[src/rtl/pulse_gen_pkg.sv]
package pulse_gen_pkg;
  localparam int RNG_BITS = 2;
  localparam logic [RNG_BITS-1:0] RNG_X1 = 2'd0;
  localparam logic [RNG_BITS-1:0] RNG_X2 = 2'd1;

  typedef struct packed {
    logic                upd;
    logic                anti;
    logic                veto_en;
    logic                bin_en;
    logic [RNG_BITS-1:0] rng;
  } chan_mode_t;
endpackage

[src/rtl/lead_window.sv]
module lead_window #(
  parameter int DEPTH = 1
) (
  input  logic             clk_i,
  input  logic             rst_ni,
  input  logic             sig_i,
  output logic [DEPTH-1:0] hist_o
);
  logic [DEPTH-1:0] hist_q;

  generate
    if (DEPTH == 1) begin : g_one
      always_ff @(posedge clk_i or negedge rst_ni) begin
        if (!rst_ni) hist_q <= '0;
        else         hist_q <= sig_i;
      end
    end else begin : g_many
      always_ff @(posedge clk_i or negedge rst_ni) begin
        if (!rst_ni) hist_q <= '0;
        else         hist_q <= {hist_q[DEPTH-2:0], sig_i};
      end
    end
  endgenerate

  assign hist_o = hist_q;

  p_lead_capture_r5: assert property (@(posedge clk_i) disable iff (!rst_ni)
    sig_i |=> hist_o[0]);
endmodule

[src/rtl/width_timer.sv]
module width_timer import pulse_gen_pkg::*; #(
  parameter int W_BITS = 10
) (
  input  logic                clk_i,
  input  logic                rst_ni,
  input  logic                req_i,
  input  logic                upd_i,
  input  logic [W_BITS-1:0]   width_i,
  input  logic [RNG_BITS-1:0] rng_i,
  output logic                fire_o,
  output logic                active_o
);
  localparam int CNT_W = W_BITS + 2;
  localparam logic [CNT_W-1:0] UPD_CAP = {1'b0, {W_BITS{1'b1}}, 1'b0};

  logic [CNT_W-1:0]  cnt_q, eff;
  logic [W_BITS-1:0] wcode;

  always_comb begin
    wcode = (width_i == '0) ? W_BITS'(1) : width_i;
    if (rng_i == RNG_X1)      eff = {2'b00, wcode};
    else if (rng_i == RNG_X2) eff = {1'b0, wcode, 1'b0};
    else if (upd_i)           eff = {1'b0, wcode, 1'b0};  // widest range not allowed
    else                      eff = {wcode, 2'b00};
  end

  assign active_o = (cnt_q != '0);
  assign fire_o   = req_i && (upd_i || !active_o);

  always_ff @(posedge clk_i or negedge rst_ni) begin
    if (!rst_ni)        cnt_q <= '0;
    else if (fire_o)    cnt_q <= eff;
    else if (active_o)  cnt_q <= cnt_q - 1'b1;
  end

  p_block_keep_r1: assert property (@(posedge clk_i) disable iff (!rst_ni)
    (!upd_i && cnt_q != '0) |=> (cnt_q == $past(cnt_q) - 1'b1));
  p_upd_restart_r2: assert property (@(posedge clk_i) disable iff (!rst_ni)
    (upd_i && req_i) |=> (cnt_q == $past(eff)));
  p_upd_cap_r3: assert property (@(posedge clk_i) disable iff (!rst_ni)
    (upd_i && req_i) |=> (cnt_q <= UPD_CAP));
  p_min_width_r3: assert property (@(posedge clk_i) disable iff (!rst_ni)
    fire_o |=> active_o);
endmodule

[src/rtl/event_hold.sv]
module event_hold #(
  parameter int HOLD_CYC = 1 << 20
) (
  input  logic clk_i,
  input  logic rst_ni,
  input  logic fire_i,
  output logic busy_o
);
  localparam int HOLD_W = $clog2(HOLD_CYC + 1);

  logic [HOLD_W-1:0] hold_q;

  always_ff @(posedge clk_i or negedge rst_ni) begin
    if (!rst_ni)             hold_q <= '0;
    else if (fire_i)         hold_q <= HOLD_W'(HOLD_CYC);
    else if (hold_q != '0)   hold_q <= hold_q - 1'b1;
  end

  assign busy_o = (hold_q != '0);

  p_event_set_r7: assert property (@(posedge clk_i) disable iff (!rst_ni)
    fire_i |=> busy_o);
  p_event_decay_r7: assert property (@(posedge clk_i) disable iff (!rst_ni)
    (!fire_i && hold_q != '0) |=> (hold_q == $past(hold_q) - 1'b1));
endmodule

[src/rtl/chan_unit.sv]
module chan_unit import pulse_gen_pkg::*; #(
  parameter int W_BITS    = 10,
  parameter int GATE_LEAD = 1,
  parameter int HOLD_CYC  = 1 << 20
) (
  input  logic                clk_i,
  input  logic                rst_ni,
  input  logic                strobe_i,
  input  logic                gate_i,
  input  logic                veto_win_i,
  input  logic                veto_raw_i,
  input  logic                bin_block_i,
  input  logic                upd_i,
  input  logic                anti_i,
  input  logic                veto_en_i,
  input  logic                bin_en_i,
  input  logic [RNG_BITS-1:0] rng_i,
  input  logic [W_BITS-1:0]   width_i,
  output logic                pulse_o,
  output logic                event_o
);
  chan_mode_t        mode_q;
  logic [W_BITS-1:0] width_q;
  logic [GATE_LEAD-1:0] gate_hist;
  logic gate_all, gate_any, gate_ok, req, fire;

  always_ff @(posedge clk_i or negedge rst_ni) begin
    if (!rst_ni) begin
      mode_q  <= '0;
      width_q <= '0;
    end else begin
      mode_q  <= '{upd: upd_i, anti: anti_i, veto_en: veto_en_i,
                   bin_en: bin_en_i, rng: rng_i};
      width_q <= width_i;
    end
  end

  lead_window #(.DEPTH(GATE_LEAD)) i_gate_win (
    .clk_i (clk_i),
    .rst_ni(rst_ni),
    .sig_i (gate_i),
    .hist_o(gate_hist)
  );

  assign gate_all = gate_i & (&gate_hist);
  assign gate_any = gate_i | (|gate_hist);
  assign gate_ok  = mode_q.anti ? !gate_any : gate_all;
  assign req = strobe_i && gate_ok
            && !(mode_q.veto_en && veto_win_i)
            && !(mode_q.bin_en && bin_block_i);

  width_timer #(.W_BITS(W_BITS)) i_timer (
    .clk_i   (clk_i),
    .rst_ni  (rst_ni),
    .req_i   (req),
    .upd_i   (mode_q.upd),
    .width_i (width_q),
    .rng_i   (mode_q.rng),
    .fire_o  (fire),
    .active_o(pulse_o)
  );

  event_hold #(.HOLD_CYC(HOLD_CYC)) i_event (
    .clk_i (clk_i),
    .rst_ni(rst_ni),
    .fire_i(fire),
    .busy_o(event_o)
  );

  p_coin_gate_r4: assert property (@(posedge clk_i) disable iff (!rst_ni)
    (!mode_q.anti && !gate_i) |-> !fire);
  p_anti_gate_r4: assert property (@(posedge clk_i) disable iff (!rst_ni)
    (mode_q.anti && gate_i) |-> !fire);
  p_veto_block_r5: assert property (@(posedge clk_i) disable iff (!rst_ni)
    (mode_q.veto_en && veto_raw_i) |-> !fire);
  p_bin_block_r6: assert property (@(posedge clk_i) disable iff (!rst_ni)
    (mode_q.bin_en && bin_block_i) |-> !fire);
  p_cfg_latency_r10: assert property (@(posedge clk_i) disable iff (!rst_ni)
    1'b1 |=> (mode_q.upd == $past(upd_i)));
endmodule

[src/rtl/pulse_gen_quad.sv]
module pulse_gen_quad import pulse_gen_pkg::*; #(
  parameter int N_CH      = 4,
  parameter int N_COPIES  = 3,
  parameter int W_BITS    = 10,
  parameter int GATE_LEAD = 1,
  parameter int VETO_LEAD = 2,
  parameter int HOLD_CYC  = 1 << 20
) (
  input  logic                         clk_i,
  input  logic                         rst_ni,
  input  logic [N_CH-1:0]              strobe_i,
  input  logic [N_CH-1:0]              gate_i,
  input  logic                         veto_i,
  input  logic                         bin_gate_i,
  input  logic                         bin_master_i,
  input  logic [N_CH-1:0]              upd_mode_i,
  input  logic [N_CH-1:0]              gate_anti_i,
  input  logic [N_CH-1:0]              veto_en_i,
  input  logic [N_CH-1:0]              bin_en_i,
  input  logic [N_CH*W_BITS-1:0]       width_i,
  input  logic [N_CH*RNG_BITS-1:0]     range_i,
  output logic [N_CH*N_COPIES-1:0]     out_o,
  output logic [N_CH-1:0]              event_o
);
  logic [VETO_LEAD-1:0] veto_hist;
  logic                 veto_win, bin_master_q, bin_block;
  logic [N_CH-1:0]      pulse;

  always_ff @(posedge clk_i or negedge rst_ni) begin
    if (!rst_ni) bin_master_q <= 1'b0;
    else         bin_master_q <= bin_master_i;
  end

  lead_window #(.DEPTH(VETO_LEAD)) i_veto_win (
    .clk_i (clk_i),
    .rst_ni(rst_ni),
    .sig_i (veto_i),
    .hist_o(veto_hist)
  );

  assign veto_win  = veto_i | (|veto_hist);
  assign bin_block = bin_master_q & bin_gate_i;

  generate
    for (genvar c = 0; c < N_CH; c++) begin : g_ch
      chan_unit #(
        .W_BITS   (W_BITS),
        .GATE_LEAD(GATE_LEAD),
        .HOLD_CYC (HOLD_CYC)
      ) i_chan (
        .clk_i      (clk_i),
        .rst_ni     (rst_ni),
        .strobe_i   (strobe_i[c]),
        .gate_i     (gate_i[c]),
        .veto_win_i (veto_win),
        .veto_raw_i (veto_i),
        .bin_block_i(bin_block),
        .upd_i      (upd_mode_i[c]),
        .anti_i     (gate_anti_i[c]),
        .veto_en_i  (veto_en_i[c]),
        .bin_en_i   (bin_en_i[c]),
        .rng_i      (range_i[c*RNG_BITS +: RNG_BITS]),
        .width_i    (width_i[c*W_BITS +: W_BITS]),
        .pulse_o    (pulse[c]),
        .event_o    (event_o[c])
      );
      for (genvar k = 0; k < N_COPIES; k++) begin : g_copy
        assign out_o[c*N_COPIES + k] = pulse[c];
      end
    end
  endgenerate

  p_rst_quiet_r9: assert property (@(posedge clk_i) disable iff (!rst_ni)
    $rose(rst_ni) |-> (out_o == '0));
  p_evt_follow_r7: assert property (@(posedge clk_i) disable iff (!rst_ni)
    $rose(pulse[0]) |-> event_o[0]);
endmodule

[config.mk]
export PLATFORM = sky130hd
export DESIGN_NAME = pulse_gen_quad
export DESIGN_NICKNAME = d
export VERILOG_FILES = /design/src/rtl/pulse_gen_pkg.sv /design/src/rtl/lead_window.sv /design/src/rtl/width_timer.sv /design/src/rtl/event_hold.sv /design/src/rtl/chan_unit.sv /design/src/rtl/pulse_gen_quad.sv
export SDC_FILE = /design/constraint.sdc
export NUM_CORES = 1
export LEC_CHECK = 0
export BUFFER_PORTS_ARGS = -buffer_cell sky130_fd_sc_hd__buf_2
export CAP_MARGIN = 20
export CORE_AREA = 2 2 140 142
export CTS_BUF_LIST = sky130_fd_sc_hd__clkbuf_2 sky130_fd_sc_hd__clkbuf_4 sky130_fd_sc_hd__clkbuf_8
export CTS_CLUSTER_DIAMETER = 80
export CTS_CLUSTER_SIZE = 14
export DETAILED_ROUTE_END_ITERATION = 16
export DIE_AREA = 0 0 142 144
export PLACE_DENSITY = 0.75
export REMOVE_ABC_BUFFERS = 1
export SLEW_MARGIN = 20
export SYNTH_ARGS = -nofsm -noshare
export SYNTH_HDL_FRONTEND = slang
export SYNTH_SLANG_ARGS = --single-unit
[constraint.sdc]
create_clock -name clk_i -period 5.6 [get_ports clk_i]
set_clock_uncertainty 0.2 [all_clocks]
set_input_delay 0.28 -clock clk_i [delete_from_list [all_inputs] [get_ports clk_i]]
set_output_delay 0.28 -clock clk_i [all_outputs]
set_load 0.005 [all_outputs]
# Word-level counts from Yosys, hierarchy flattened
# Index checks and enable logic that the tools add are counted.
# W data, S select, Z words.
dict set report classes {
  add_sub_neg 8
  mul 0
  div_mod_pow 0
  order_cmp 0
  eq_ne 4
  shift 0
  muxes 36
  bitwise 10
  n_reduce_logical 69
}
# operator count
set ops {}
lappend ops {{$mux W12} 20}
lappend ops {{$mux W21} 8}
lappend ops {{$reduce_bool A21 Y1} 4}
lappend ops {{$sub A21 B1 Y21 const B} 4}
lappend ops {{$reduce_bool A12 Y1} 4}
lappend ops {{$sub A12 B1 Y12 const B} 4}
lappend ops {{$logic_not A10 Y1} 4}
lappend ops {{$mux W10} 4}
lappend ops {{$logic_and A1 B1 Y1} 24}
lappend ops {{$logic_not A1 Y1} 16}
lappend ops {{$reduce_bool A2 Y1} 8}
lappend ops {{$eq A2 B1 Y1 const B} 4}
lappend ops {{$logic_not A2 Y1} 4}
lappend ops {{$and A1 B1 Y1} 5}
lappend ops {{$or A1 B1 Y1} 5}
lappend ops {{$logic_or A1 B1 Y1} 4}
lappend ops {{$mux W1} 4}
lappend ops {{$reduce_or A2 Y1} 1}
dict set report totals {
  register_bits 203
  latchBits 0
  ramBits 0
  rom_bits 0
  inputBits 77
  out_inout_bits 16
  wordCells 165
  mem_count 0
}

# Longest topological paths before layout
# Gate-level depths: netlist of the first run.
dict set report logic_depth {
  depth_word 8
  mapped_depth 9
  ltp_nobuf 8
}

# Modules after synthesis
# A second synthesis of the first run with hierarchy kept.
dict set report hier_totals {
  cells_unflattened 1017
  area_unflattened_um2 10654.0
}
# mod n_inst cells_per_inst area_per_inst_um2 seq_area_each_um2
set by_module_without_submodules {}
lappend by_module_without_submodules {event_hold 4 123 1183.6 525.5}
lappend by_module_without_submodules {{width_timer (g_ch[1].i_chan.i_timer ...)} 3 109 991.0 300.3}
lappend by_module_without_submodules {chan_unit 4 20 434.2 400.4}
lappend by_module_without_submodules {{width_timer (g_ch[0].i_chan.i_timer)} 1 101 962.2 300.3}
lappend by_module_without_submodules {{lead_window (g_ch[0].i_chan.i_gate_win ...)} 4 1 25.0 25.0}
lappend by_module_without_submodules {pulse_gen_quad 1 11 97.6 25.0}
lappend by_module_without_submodules {{lead_window (i_veto_win)} 1 2 50.0 50.0}

# Worst setup path after synthesis of the first run
# No wires, ideal clock.
dict set report synth_timing {
  path_kind {register to register}
  start {register g_ch[1].i_chan.i_event.hold_q[10]}
  end {register g_ch[1].i_chan.i_event.hold_q[18]}
  setup_time_ps 78
  arrival_time_ps 2317
  required_ps 5322
  path_slack_ps 3005
  stages_incl_launch_ff 7
  n_path_buf 1
  synth_period_minus_slack_ps 2595
  cell_sequence {dfrtp_1 > or4_1 > buf_2 > or3_4 > or3_1 > or4_1 > a21oi_1}
}
dict set report synth_between {
  elab_chain_len 3
  elab_cells_between_ends 5
  cone_classes {add/sub (1); mux (2); reduce/logical (2)}
}
# element line_no
set synth_lines {}
lappend synth_lines {{start: declaration} event_hold.sv:11} ;# logic [HOLD_W-1:0] hold_q;
lappend synth_lines {{start signal: assignment} event_hold.sv:15} ;# else if (fire_i) hold_q <= HOLD_W'(HOLD_CYC);
lappend synth_lines {{start signal: assignment} event_hold.sv:16} ;# else if (hold_q != '0) hold_q <= hold_q - 1'b1;
lappend synth_lines {{$sub A21 B1 Y21} event_hold.sv:16}
lappend synth_lines {{$mux W21} event_hold.sv:16}
lappend synth_lines {{$mux W21} event_hold.sv:15}
# Several ways; a longest one is shown, not always the timed one. The select of a mux whose other input is x is not followed.
# A chain may end at the register's enable or synchronous reset.

# Final worst setup path of the first run
dict set report layout_timing {
  start {register g_ch[0].i_chan.i_timer.cnt_q[2]}
  end {output port out_o[1]}
}
dict set report layout_between {
  elab_chain_len 1
}
# element line_no
set layout_lines {}
lappend layout_lines {{start: declaration} width_timer.sv:16} ;# logic [CNT_W-1:0] cnt_q, eff;
lappend layout_lines {{start signal: assignment} width_timer.sv:33} ;# else if (active_o) cnt_q <= cnt_q - 1'b1;
lappend layout_lines {{$reduce_bool A12 Y1} width_timer.sv:27} ;# assign active_o = (cnt_q != '0);
lappend layout_lines {{end: declaration} pulse_gen_quad.sv:22} ;# output logic [N_CH*N_COPIES-1:0] out_o,
# No other way between the ends.

==> impl_metrics.json, run 1 <==
{
  "status": "finished clean",
  "cts_tree": "done",
  "h-tree-depth": 1,
  "cts_resized": 0,
  "powerDensity_nw_per_um2": 399,
  "fin_cells": 1406,
  "cts.clk_slew.worst_paths_ns": 0.09,
  "critical_path.top_delay_family": "simple AND/OR/NAND/NOR gates",
  "finalSetupViolations": 0,
  "viasPerCell": 5.93,
  "most-common-layout-cells": "dfrtp_1 (203), nor2_1 (104), buf_2 (91)",
  "min_period_ns": 3.37,
  "grt_pass1_wl_um": 38300,
  "postCtsSetupBuffers": 0,
  "rsz0062_at_grt": "no",
  "worstReg2RegStart": "g_ch[1].i_chan.i_timer.cnt_q[4]",
  "pwr-share-clk": 0.179,
  "arrival_ns": 2.89,
  "slew-limit-headroom": 0.302,
  "die_y_um": 144,
  "dr.pass1.iters": 5,
  "internal_power_mw": 2.97,
  "postCtsHoldBufs": 71,
  "cp_slowest_cell": "or4_1",
  "slew_violations": 0,
  "maxCapViolCount": 0,
  "ant_nets": 0,
  "p_sw_mw": 1.73,
  "layout.nets": 1259,
  "p_seq_frac": 0.502,
  "fmax_mhz": 297,
  "syn_area_per_cell_um2": 9.92,
  "drc": 0,
  "drive_above_1_share": 0.131,
  "grt_max_degree": 99,
  "wirelength_um": 22600,
  "grt_pass1_vias": 8147,
  "reg2regPathDepth": 5,
  "place_ws_ns": 2.38,
  "cts_buffer_depth": 3,
  "power_frac_comb": 0.320,
  "reg2reg_slack_ns": 2.61,
  "die_x_um": 142,
  "peakVddDrop_mv": 0.290,
  "detailed_place_hpwl_um": 14500,
  "ys.flop_type": "dfrtp_1",
  "gp_congestion": 0.863,
  "tns_ns": 0,
  "synth_async_sr_flop_share": 1.00,
  "core_um2": 19100,
  "leakage_nw": 4.81,
  "cp-end-kind": "output pin",
  "num_vias": 8342,
  "crit_end": "out_o[1]",
  "min_path_type": "primary input to asynchronous set/reset pin",
  "synth_seq_cells": 203,
  "mostFrequentLayoutCell": "dfrtp_1",
  "tightest_slew_ns": 1.02,
  "cp.required_ns": 5.12,
  "antenna_found_initial": 0,
  "final.period_utilization": 0.602,
  "numCtsBuffers": 18,
  "yosysWarningCount": 0,
  "ioPinCount": 93,
  "synth_edf_count": 0,
  "crit_buf_inv": 2,
  "io_buffer_count": 92,
  "routedWlPerCell_um": 16.1,
  "critPathLaunch": "g_ch[0].i_chan.i_timer.cnt_q[2]",
  "nFillCells": 1529,
  "cts_root_buffer": "clkbuf_8",
  "yosysUniqueCellTypes": 70,
  "syn_inst": 1030,
  "critPathMaxFanout": 7,
  "hold_viol_final": 0,
  "die-area_um2": 20400,
  "startpoint_type": "flop",
  "ys_seq_area_frac": 0.497,
  "critPathKind": "flop to output pin",
  "clock-sinks": 203,
  "num_rows": 51,
  "timing.rr.end": "g_ch[1].i_chan.i_timer.cnt_q[2]",
  "critical_path.max_stage_delay_ns": 0.68,
  "final.setup.worst_slack_ns": 2.23,
  "cp_num_cells": 5,
  "start_util": 0.536,
  "n_antenna_cell": 0,
  "cp_cell_sequence": "or4_1, or3_1, nor3_1, inv_1, buf_2",
  "drtIter0Drc": 497,
  "dp.cells": 1313,
  "area_growth_pct": 15.4,
  "grt_overflow": 0,
  "switching_share": 0.369,
  "synth_area_um2": 10200,
  "grt_use_total": 0.226,
  "insertion_delay_ns": 0.54
}
==> layer usage <==
metal,track usage,wire length [µm],share of wire,vias to the layer above
met3,0.0305,882,0.039,46
met4,0.0658,534,0.024,0
met5,0,0,0,-
li1,-,-,-,4063
met2,0.398,11200,0.50,209
met1,0.295,9960,0.44,4024
==> synthesized netlist by cell type (all sizes together) (24+ instances only) <==
library cell,instances,area share
xor2,25,0.021
xnor2,33,0.028
o31ai,32,0.024
nand2,40,0.015
a21oi,59,0.029
clkbuf,29,0.011
nor3,45,0.023
o21ai,45,0.022
dfrtp,203,0.50
nor2,104,0.038
or3,44,0.028
nand3,25,0.012
buf,24,0.016
inv,36,0.013
==> cell families (layout without fill, tap and decap cells) <==
| family | after synthesis | after routing | synth area share |
|---|---|---|---|
| DFF | 203 | 203 | 0.497 |
| buffers and inverters | 89 | 227 | 0.0394 |
| adders and majority gates | 16 | 16 | 0.0196 |
| muxes | 10 | 10 | 0.0103 |
| AOI/OAI and AO/OA | 276 | 276 | 0.184 |
| and+or+nand+nor | 378 | 378 | 0.200 |
| xor gates and xnor gates | 58 | 58 | 0.0497 |
==> flip-flops by register name (all words and copies together), names as in the netlist <==
name / cells
g_ch.i_chan.width_q: 40
g_ch.i_chan.mode_q: 24
i_veto_win.hist_o: 2
g_ch.i_chan.i_gate_win.hist_o: 4
g_ch.i_chan.i_timer.cnt_q: 48
g_ch.i_chan.i_event.hold_q: 84
bin_master_q: 1
==> stage by stage <==
step	hold WS (ns)	total power [mW]	cell area, µm²	util
finish	0.154	4.71	11800	0.618
global route	0.162	5.10	11800	0.618
CTS	0.140	4.72	11800	0.618
detailed placement	0.189	3.84	10800	0.564
global placement	0.187	3.77	10800	0.564
floorplan	-0.216	3.43	9950	-
==> worst min-delay path by stage <==
| stage | startpoint | end | slack [ns] | cells past startpoint |
|---|---|---|---|---|
| floorplan | rst_ni | bin_master_q | -0.22 | 0 |
| global placement | rst_ni | g_ch[1].i_chan.mode_q[1] | 0.19 | 1 |
| detailed placement | width_i[15] | g_ch[1].i_chan.width_q[5] | 0.19 | 1 |
| CTS | strobe_i[1] | g_ch[1].i_chan.i_timer.cnt_q[3] | 0.14 | 3 |
| global route | upd_mode_i[1] | g_ch[1].i_chan.mode_q[5] | 0.16 | 2 |
| finish | rst_ni | g_ch[1].i_chan.width_q[7] | 0.15 | 2 |
==> final cells by class <==
cell class	count	area (µm²)	share of cell area
multi-input cells	738	4750	0.403
inverters	36	135	0.0115
repair buffers	169	1220	0.104
clock buffers	20	269	0.0228
well taps	238	298	0.0252
clock inverters	2	38.8	0.00329
flip-flops and latches	203	5080	0.431
==> power groups by stage <==
stage	logic (mW)	clock network [mW]	registers, mW
CTS	1.51	0.862	2.35
global placement	1.41	0	2.36
global route	1.73	0.929	2.44
floorplan	1.17	0	2.27
finish	1.50	0.841	2.36
detailed placement	1.47	0	2.37
Note: power is estimated with default switching activity, not from simulation.
==> run 2: changes to the inputs <==
- PLACE_DENSITY: 0.75 -> 0.77
- clock period: 5.6 -> 2.8 ns (I/O delays scaled with it)
==> impl_metrics.json, run 2 (synthesis results as in run 1) <==
{
  "cp.required_ns": 2.46,
  "io_buffer_count": 92,
  "arrival_ns": 2.37,
  "wl_met1_um": 10000,
  "slew-limit-headroom": 0.422,
  "die-area_um2": 20400,
  "mostFrequentLayoutCell": "dfrtp_1",
  "top_regs": "g_ch.i_chan.i_event.hold_q: 84 flops, g_ch.i_chan.i_timer.cnt_q: 48 flops, g_ch.i_chan.width_q: 40 flops",
  "antenna_found_initial": 1,
  "grt_overflow": 0,
  "peakVddDrop_mv": 0.529,
  "cts.clk_slew.worst_paths_ns": 0.10,
  "critPathMaxFanout": 6,
  "die_x_um": 142,
  "ioPinCount": 93,
  "drc": 0,
  "cp-end-kind": "output pin",
  "numCtsBuffers": 18,
  "most-common-layout-cells": "dfrtp_1 (202), nor2_1 (104), buf_2 (91)",
  "final.period_utilization": 0.968,
  "viasPerCell": 5.87,
  "drive_above_1_share": 0.167,
  "placed_area_um2": 11000,
  "regMostFlops": "g_ch.i_chan.i_event.hold_q",
  "h-tree-depth": 1,
  "final.setup.worst_slack_ns": 0.0884,
  "dp.cells": 1340,
  "fin_cells": 1446,
  "num_vias": 8495,
  "finalSetupViolations": 0,
  "ant_nets": 0,
  "min_path_type": "primary input to asynchronous set/reset pin",
  "cts_tree": "done",
  "powerDensity_nw_per_um2": 786,
  "largest_register_ff_count": 84,
  "grt_pass1_wl_um": 38800,
  "wirelength_um": 23000,
  "grt_use_total": 0.229,
  "cts_root_buffer": "clkbuf_8",
  "timing.hold.ws_ns": 0.0256,
  "tightest_slew_ns": 0.857,
  "start_util": 0.536,
  "min_period_ns": 2.71,
  "routedWlPerCell_um": 15.9,
  "layout.nets": 1297,
  "detailed_place_hpwl_um": 14700,
  "slew_violations": 0,
  "total_power_mw": 9.60,
  "final_area_um2": 12200,
  "status": "finished clean",
  "grt_max_degree": 63,
  "clock-sinks": 203,
  "critPathKind": "flop to output pin",
  "grt_pass1_vias": 8277,
  "area_growth_pct": 19.4,
  "gp_congestion": 0.881,
  "hold_viol_final": 0,
  "die_y_um": 144,
  "core_um2": 19100,
  "routed-wl-met3_um": 960,
  "num_rows": 51,
  "cts_buffer_depth": 3,
  "drtIter0Drc": 364,
  "dr.pass1.iters": 5,
  "place_ws_ns": 0.210,
  "startpoint_type": "flop",
  "fmax_mhz": 369,
  "top_layer_used": "met4",
  "insertion_delay_ns": 0.52,
  "leakage_nw": 5.04,
  "maxCapViolCount": 0,
  "wl_met2_um": 11400
}
-- run 2: cell count changes in the layout (fill, tap and decap cells not counted), moves of 2 or more --
cell and change:
buf_12 +4, or3_1 -2, nor3_1 -3, or3_4 +2, buf_4 +32, or4_4 +3, or4_1 -3, nor3_4 +2
clkbuf_8 +2
-- run 2: per-stage QoR --
stage	utilization	TNS (ns)
2_1_floorplan	-	-3.28
3_3_place_gp	0.578	0
3_5_place_dp	0.578	0
4_1_cts	0.635	0
5_1_grt	0.640	-0.0468
6_report	0.640	0
-- run 2: path summary, 6_finish.rpt --
kind	depth (start not counted)	from	endpoint	slack (ns)
setup / recovery	6	g_ch[2].i_chan.i_event.hold_q[8]	event_o[2]	0.09
hold / removal	3	rst_ni	g_ch[2].i_chan.mode_q[3]	0.03
setup reg to reg	5	g_ch[1].i_chan.i_event.hold_q[10]	g_ch[1].i_chan.i_event.hold_q[18]	0.21
hold reg to reg	1	g_ch[1].i_chan.mode_q[0]	g_ch[1].i_chan.i_timer.cnt_q[0]	0.29
max in group asynchronous	3	rst_ni	g_ch[0].i_chan.i_timer.cnt_q[2]	1.95
min in group clk_i	2	width_i[12]	g_ch[1].i_chan.width_q[2]	0.05
-- run 2: routing by layer --
metal	track usage	vias up
met5	0	-
met4	0.0721	0
met3	0.0344	52
met2	0.401	182
met1	0.296	4125
li1	-	4136
-- run 2: area by class of cell --
| class | count | area (µm²) |
|---|---|---|
| diodes | 1 | 2.50 |
| clock buffers | 22 | 297 |
| clock inverters | 1 | 8.76 |
| fillers | 1484 | 6870 |
| inverters | 36 | 135 |
| multi-input cells | 738 | 4800 |
| flip-flops and latches | 203 | 5080 |
| well taps | 238 | 298 |
| repair buffers | 207 | 1580 |
-- run 2: power breakdown --
group | leakage [nW] | internal, mW | switching, mW
sequential | 2.44 | 3.81 | 0.936
combinational | 2.43 | 1.56 | 1.65
clock | 0.160 | 0.689 | 0.951
-- run 2: timing repair --
action                                  in CTS  in global routing
setup buffers                                1                  8
endpoints found under the setup margin       5                 10
hold buffers                                73                  0
pin swaps                                    0                  6
resized for setup                            7                  6
cloned                                       0                  0
hold endpoints to repair                   277                  0
-- run 2: worst max-delay path, cell delays in order, from the launching register on --
cell and delay, ns:
dfrtp_1 0.41, or4_4 0.58, or3_4 0.43, nor3_4 0.14, buf_4 0.14, inv_1 0.03
buf_2 0.11
